`config.mk`:
```
export PLATFORM = sky130hd
export DESIGN_NAME = idx_ea_unit
export DESIGN_NICKNAME = d
export VERILOG_FILES = /design/src/rtl/idx_ea_pkg.sv /design/src/rtl/idx_ext_decode.sv /design/src/rtl/idx_reg_select.sv /design/src/rtl/idx_ea_adder.sv /design/src/rtl/idx_ea_unit.sv
export SDC_FILE = /design/constraint.sdc
export NUM_CORES = 1
export LEC_CHECK = 0
export ABC_AREA = 1
export ABC_CLOCK_PERIOD_IN_PS = 1500
export CAP_MARGIN = 10
export CORE_AREA = 3 3 243 245
export CTS_CLUSTER_SIZE = 12
export DETAILED_ROUTE_END_ITERATION = 10
export DIE_AREA = 0 0 246 248
export PLACE_DENSITY = 0.39
export SLEW_MARGIN = 20
export SYNTH_ARGS = -nofsm -noshare
export SYNTH_HDL_FRONTEND = slang
export SYNTH_SLANG_ARGS = --single-unit
```
`constraint.sdc`:
```
create_clock -name clk -period 1.5 [get_ports clk]
set_input_delay 0.225 -clock clk [delete_from_list [all_inputs] [get_ports clk]]
set_output_delay 0.225 -clock clk [all_outputs]
set_load 0.01 [all_outputs]
```
`src/rtl/idx_ea_pkg.sv`:
```
`timescale 1ns/1ps
package idx_ea_pkg;
  typedef enum logic [1:0] {
    SZ_BYTE = 2'b00,
    SZ_WORD = 2'b01,
    SZ_LONG = 2'b10,
    SZ_RSVD = 2'b11
  } op_size_e;

  // Field positions inside the brief extension word
  localparam int unsigned EXT_BANK_BIT = 15;
  localparam int unsigned EXT_NUM_MSB  = 14;
  localparam int unsigned EXT_LONG_BIT = 11;

  typedef struct packed {
    logic       use_addr;
    logic [2:0] reg_num;
    logic       full_width;
  } idx_sel_t;
endpackage

```
`src/rtl/idx_ext_decode.sv`:
```
`timescale 1ns/1ps
module idx_ext_decode
  import idx_ea_pkg::*;
#(
  parameter int unsigned ADDR_W = 32,
  parameter int unsigned EXT_W  = 16,
  parameter int unsigned DISP_W = 8
) (
  input  logic [EXT_W-1:0]  ext_word,
  output logic [ADDR_W-1:0] disp_ext,
  output idx_sel_t          sel
);
  localparam int unsigned PAD_W = ADDR_W - DISP_W;
  localparam int unsigned GAP_W = EXT_LONG_BIT - DISP_W;

  logic unused_gap;
  assign unused_gap = ^ext_word[EXT_LONG_BIT-1 -: GAP_W];

  always_comb begin
    disp_ext        = {{PAD_W{ext_word[DISP_W-1]}}, ext_word[DISP_W-1:0]};
    sel.use_addr    = ext_word[EXT_BANK_BIT];
    sel.reg_num     = ext_word[EXT_NUM_MSB -: 3];
    sel.full_width  = ext_word[EXT_LONG_BIT];
  end
endmodule

```
`src/rtl/idx_reg_select.sv`:
```
`timescale 1ns/1ps
module idx_reg_select
  import idx_ea_pkg::*;
#(
  parameter int unsigned ADDR_W = 32,
  parameter int unsigned NREGS  = 8,
  parameter int unsigned HALF_W = 16
) (
  input  logic [NREGS*ADDR_W-1:0] data_regs,
  input  logic [NREGS*ADDR_W-1:0] addr_regs,
  input  idx_sel_t                sel,
  output logic [ADDR_W-1:0]       index
);
  localparam int unsigned EXT_W = ADDR_W - HALF_W;

  logic [ADDR_W-1:0] dreg [NREGS];
  logic [ADDR_W-1:0] areg [NREGS];
  logic [ADDR_W-1:0] picked;

  for (genvar g = 0; g < NREGS; g++) begin : g_unpack
    assign dreg[g] = data_regs[g*ADDR_W +: ADDR_W];
    assign areg[g] = addr_regs[g*ADDR_W +: ADDR_W];
  end

  always_comb begin
    picked = sel.use_addr ? areg[sel.reg_num] : dreg[sel.reg_num];
    if (sel.full_width) index = picked;
    else                index = {{EXT_W{picked[HALF_W-1]}}, picked[HALF_W-1:0]};
  end
endmodule

```
`src/rtl/idx_ea_adder.sv`:
```
`timescale 1ns/1ps
module idx_ea_adder
  import idx_ea_pkg::*;
#(
  parameter int unsigned ADDR_W = 32,
  parameter int unsigned BUS_W  = 24
) (
  input  logic [ADDR_W-1:0] base,
  input  logic [ADDR_W-1:0] disp,
  input  logic [ADDR_W-1:0] index,
  input  logic [1:0]        size,
  output logic [ADDR_W-1:0] ea,
  output logic [BUS_W-1:0]  bus,
  output logic              fault
);
  always_comb begin
    ea    = base + disp + index;
    bus   = ea[BUS_W-1:0];
    fault = (size != SZ_BYTE) && bus[0];
  end
endmodule

```
`src/rtl/idx_ea_unit.sv`:
```
`timescale 1ns/1ps
module idx_ea_unit
  import idx_ea_pkg::*;
#(
  parameter int unsigned ADDR_W = 32,
  parameter int unsigned BUS_W  = 24,
  parameter int unsigned NREGS  = 8,
  parameter int unsigned EXT_W  = 16,
  parameter int unsigned DISP_W = 8,
  parameter int unsigned HALF_W = 16
) (
  input  logic                    clk,
  input  logic                    rst_n,
  input  logic                    in_valid,
  output logic                    in_ready,
  input  logic [ADDR_W-1:0]       base_addr,
  input  logic [EXT_W-1:0]        ext_word,
  input  logic [NREGS*ADDR_W-1:0] data_regs,
  input  logic [NREGS*ADDR_W-1:0] addr_regs,
  input  logic [1:0]              op_size,
  output logic                    out_valid,
  input  logic                    out_ready,
  output logic [ADDR_W-1:0]       ea_full,
  output logic [BUS_W-1:0]        bus_addr,
  output logic                    addr_fault
);
  logic [ADDR_W-1:0] disp_ext, index, ea_d;
  logic [BUS_W-1:0]  bus_d;
  logic              fault_d;
  idx_sel_t          sel;
  logic [1:0]        size_q;
  logic              accept;

  idx_ext_decode #(.ADDR_W(ADDR_W), .EXT_W(EXT_W), .DISP_W(DISP_W)) u_dec (
    .ext_word(ext_word), .disp_ext(disp_ext), .sel(sel)
  );

  idx_reg_select #(.ADDR_W(ADDR_W), .NREGS(NREGS), .HALF_W(HALF_W)) u_sel (
    .data_regs(data_regs), .addr_regs(addr_regs), .sel(sel), .index(index)
  );

  idx_ea_adder #(.ADDR_W(ADDR_W), .BUS_W(BUS_W)) u_add (
    .base(base_addr), .disp(disp_ext), .index(index), .size(op_size),
    .ea(ea_d), .bus(bus_d), .fault(fault_d)
  );

  assign in_ready = !out_valid || out_ready;
  assign accept   = in_valid && in_ready;

  always_ff @(posedge clk or negedge rst_n) begin
    if (!rst_n) begin
      out_valid  <= 1'b0;
      ea_full    <= '0;
      bus_addr   <= '0;
      addr_fault <= 1'b0;
      size_q     <= SZ_BYTE;
    end else if (accept) begin
      out_valid  <= 1'b1;
      ea_full    <= ea_d;
      bus_addr   <= bus_d;
      addr_fault <= fault_d;
      size_q     <= op_size;
    end else if (out_ready) begin
      out_valid  <= 1'b0;
    end
  end

  assert_accept_lat_R8: assert property (@(posedge clk) disable iff (!rst_n)
    (in_valid && in_ready) |=> out_valid);

  assert_stall_hold_R9: assert property (@(posedge clk) disable iff (!rst_n)
    (out_valid && !out_ready) |=> (out_valid && $stable(ea_full) &&
                                   $stable(bus_addr) && $stable(addr_fault)));

  assert_bus_trunc_R5: assert property (@(posedge clk) disable iff (!rst_n)
    out_valid |-> (bus_addr == ea_full[BUS_W-1:0]));

  assert_fault_odd_R6: assert property (@(posedge clk) disable iff (!rst_n)
    (out_valid && addr_fault) |-> bus_addr[0]);

  assert_byte_clean_R7: assert property (@(posedge clk) disable iff (!rst_n)
    (out_valid && size_q == SZ_BYTE) |-> !addr_fault);
endmodule

```
==> results.sh <==
export IMPL_ios=625
export IMPL_syn_inst=1428
export IMPL_synth_top_cells_by_area="o21ai_0 (16%), nor2_1 (13%), nand2_1 (11%)"
export IMPL_ys_types=35
export IMPL_hold_path_class="reg -> reg"
export IMPL_synthFlopType="dfrtp_1"
export IMPL_cts_tree="done"
export IMPL_fp_dieH_um=248
export IMPL_fin_nets=2806
export IMPL_rows=88
export IMPL_drv_cap=0
export IMPL_wl_per_cell_um=24.1
export IMPL_rsz0062_at_grt="true"
export IMPL_final_cells=2960
export IMPL_fin_worst_skew_ns=0.00471
export IMPL_cts_buffers=5
export IMPL_fmax_mhz=314
export IMPL_fin_hold_ws_ns=0.490
export IMPL_track_usage_pct=22.0
export IMPL_synth_nets=2056
export IMPL_synth_edf_count=0
export IMPL_cp_arrival_ns=3.35
export IMPL_cts_max_level=2
export IMPL_peakVddDrop_v=0.000534
export IMPL_placed_area_mm2=0.0170
export IMPL_setup_viol=33
export IMPL_antenna_found_initial=21
export IMPL_slew_viol_final=0
export IMPL_final_setup_tns_ns=-47.81
export IMPL_overflow=0
export IMPL_fin_area_mm2=0.0200
export IMPL_fin_crit_sh_pct=212
export IMPL_ys_seq_area_share_pct=10.1
export IMPL_dpl_hpwl_um=57200
export IMPL_core_area_mm2=0.0574
export IMPL_clk_pin_slew_ns=0.06
export IMPL_drt_total_wl_um=71300
export IMPL_first_iter_violations=640
export IMPL_synth_area_mm2=0.00842
export IMPL_synth_top_area_cell="o21ai_0"
export IMPL_grt_pass1_vias=14500
export IMPL_cp_end_kind="flop"
export IMPL_die_area_mm2=0.0610
export IMPL_final_core_utilization_pct=34.9
export IMPL_grt_max_degree=37
export IMPL_synth_area_per_cell_um2=5.89
export IMPL_synth_top_cell_area_share_pct=16.2
export IMPL_max_slew_margin_pct=59.9
export IMPL_worstPathRequired_ns=1.66
export IMPL_vias=13700
export IMPL_initial_utilization_pct=14.7
export IMPL_area_growth_syn_to_layout_pct=138
export IMPL_crit_type="in -> reg"
export IMPL_firstDrtPassIters=4
export IMPL_status="finished with violations"
export IMPL_cp_max_fo=8
export IMPL_drive_gt1_share_pct=27.0
export IMPL_finalCriticalPeriod_ns=3.19
export IMPL_place_ws_ns=-2.42
export IMPL_total_power_mw=15.4
export IMPL_start_kind="input pin"
export IMPL_cts_root_buffer="clkbuf_16"
export IMPL_finalWorstSetupSlack_ns=-1.69
export IMPL_grt_pass1_wl_um=99400
export IMPL_powerDensity_mw_per_mm2=770
export IMPL_ys_warn_count=0
export IMPL_hold_viol=0
export IMPL_gp_congestion=0.908
export IMPL_port_buffers=621
export IMPL_drc=0
export IMPL_die_x_um=246
export IMPL_violations="negative setup slack"
export IMPL_synthTopCellsByCount="nor2_1 (283), o21ai_0 (272), nand2_1 (241)"
export IMPL_clk_latency_ns=0.28
export IMPL_max_slew_worst_pin_slew_ns=0.598
export IMPL_post_synth_top_count_cell="nor2_1"
export IMPL_synth_seq_cells=34
export IMPL_async_reset_ff_share_pct=100
export IMPL_viasPerCell=4.64
export IMPL_placed_cells=2873
export IMPL_cts_num_sinks=34
export IMPL_cts_buffer_depth=2
export IMPL_drtAntennaViolNets=0
export IMPL_p_leak_nw=7.99
==> power breakdown <==
part / switching (mW) / internal (mW) / leakage (nW)
combinational: 5.90 / 6.78 / 7.51
clock: 0.401 / 0.659 / 0.0740
sequential: 0.354 / 1.31 / 0.410
==> kinds of logic after synthesis <==
| kind of cell | share of synthesized area [%] |
|---|---|
| and+or+nand+nor | 30.3 |
| AOI/OAI and AO/OA | 34.4 |
| buffers and inverters | 11.6 |
| adders and majority gates | 12.1 |
| DFF | 10.1 |
| xor gates and xnor gates | 1.46 |
==> flip-flops by register name, indices dropped and copies added (netlist names) <==
register,cells
ea_full,32
addr_fault,1
out_valid,1
==> layout make-up <==
class,instances,area [um2]
fillers,6171,37400
repair buffers,876,9170
multi-input cells,1192,8500
well taps,765,957
flip-flops and latches,34,851
inverters,66,283
clock buffers,7,143
repair inverters,3,48.8
diodes,16,40.0
clock inverters,1,5.00
==> metal layers <==
metal / share of wire (%) / global-route usage, % / wire [um] / up-vias
li1: - / - / - / 6517
met1: 37 / 23.9 / 26500 / 6630
met2: 53 / 43.5 / 38100 / 526
met3: 7.3 / 4.85 / 5200 / 65
met4: 2.2 / 4.38 / 1570 / 4
met5: 0.034 / 0 / 24 / -
==> layout by cell type (no fill, tap or decap), drive strengths merged <==
| cell | count |
|---|---|
| a21o | 4 |
| a21oi | 41 |
| a31oi | 4 |
| buf | 251 |
| bufbuf | 3 |
| clkbuf | 13 |
| clkdlybuf4s50 | 577 |
| clkinv | 2 |
| dfrtp | 34 |
| diode | 16 |
| dlygate4sd2 | 20 |
| dlygate4sd3 | 1 |
| dlymetal6s2s | 18 |
| fa | 32 |
| ha | 30 |
| inv | 68 |
| nand2 | 246 |
| nand3 | 86 |
| nand3b | 3 |
| nand4 | 2 |
| nor2 | 283 |
| nor3 | 5 |
| nor4 | 2 |
| o211ai | 32 |
| o21a | 4 |
| o21ai | 273 |
| o21bai | 3 |
| o221ai | 88 |
| o22ai | 32 |
| o31ai | 1 |
| or2 | 7 |
| xnor2 | 9 |
| xor2 | 5 |
==> path summary, 6_finish.rpt <==
path                                    startpoint                      end  slack [ns]  cells after the start
hold / removal             ea_full[26]$_DFFE_PN0P_  ea_full[26]$_DFFE_PN0P_        0.49                      2
setup reg to reg             out_valid$_DFFE_PN0P_   ea_full[9]$_DFFE_PN0P_        0.28                      4
setup / recovery                      ext_word[12]  ea_full[17]$_DFFE_PN0P_       -1.69                     17
hold reg to reg            ea_full[26]$_DFFE_PN0P_  ea_full[26]$_DFFE_PN0P_        0.49                      2
max in group asynchronous                    rst_n  ea_full[27]$_DFFE_PN0P_        0.65                      3
min in group asynchronous                    rst_n   ea_full[3]$_DFFE_PN0P_        0.53                      3
==> critical path: stages <==
cell	delay, ns
buf_16	0.14
buf_12	0.13
inv_16	0.05
buf_16	0.15
o21ai_2	0.14
o22ai_2	0.07
o211ai_1	0.45
nand2_1	0.15
fa_2	0.50
fa_2	0.39
nand3_2	0.09
nand2_4	0.08
a21oi_4	0.21
nor2_1	0.06
nor2_1	0.12
xor2_1	0.26
o21ai_1	0.11
==> repair_timing <==
| action | 4_1_cts | 5_1_grt |
|---|---|---|
| buffers inserted | 21 | 20 |
| hold buffers | 1 | 0 |
| gates resized for setup | 261 | 281 |
| pin swaps | 73 | 114 |
| hold endpoints to repair | 26 | 0 |
| endpoints found under the setup margin | 37 | 45 |
| cloned | 19 | 8 |
No activity file was read; power rests on OpenSTA's default activity.
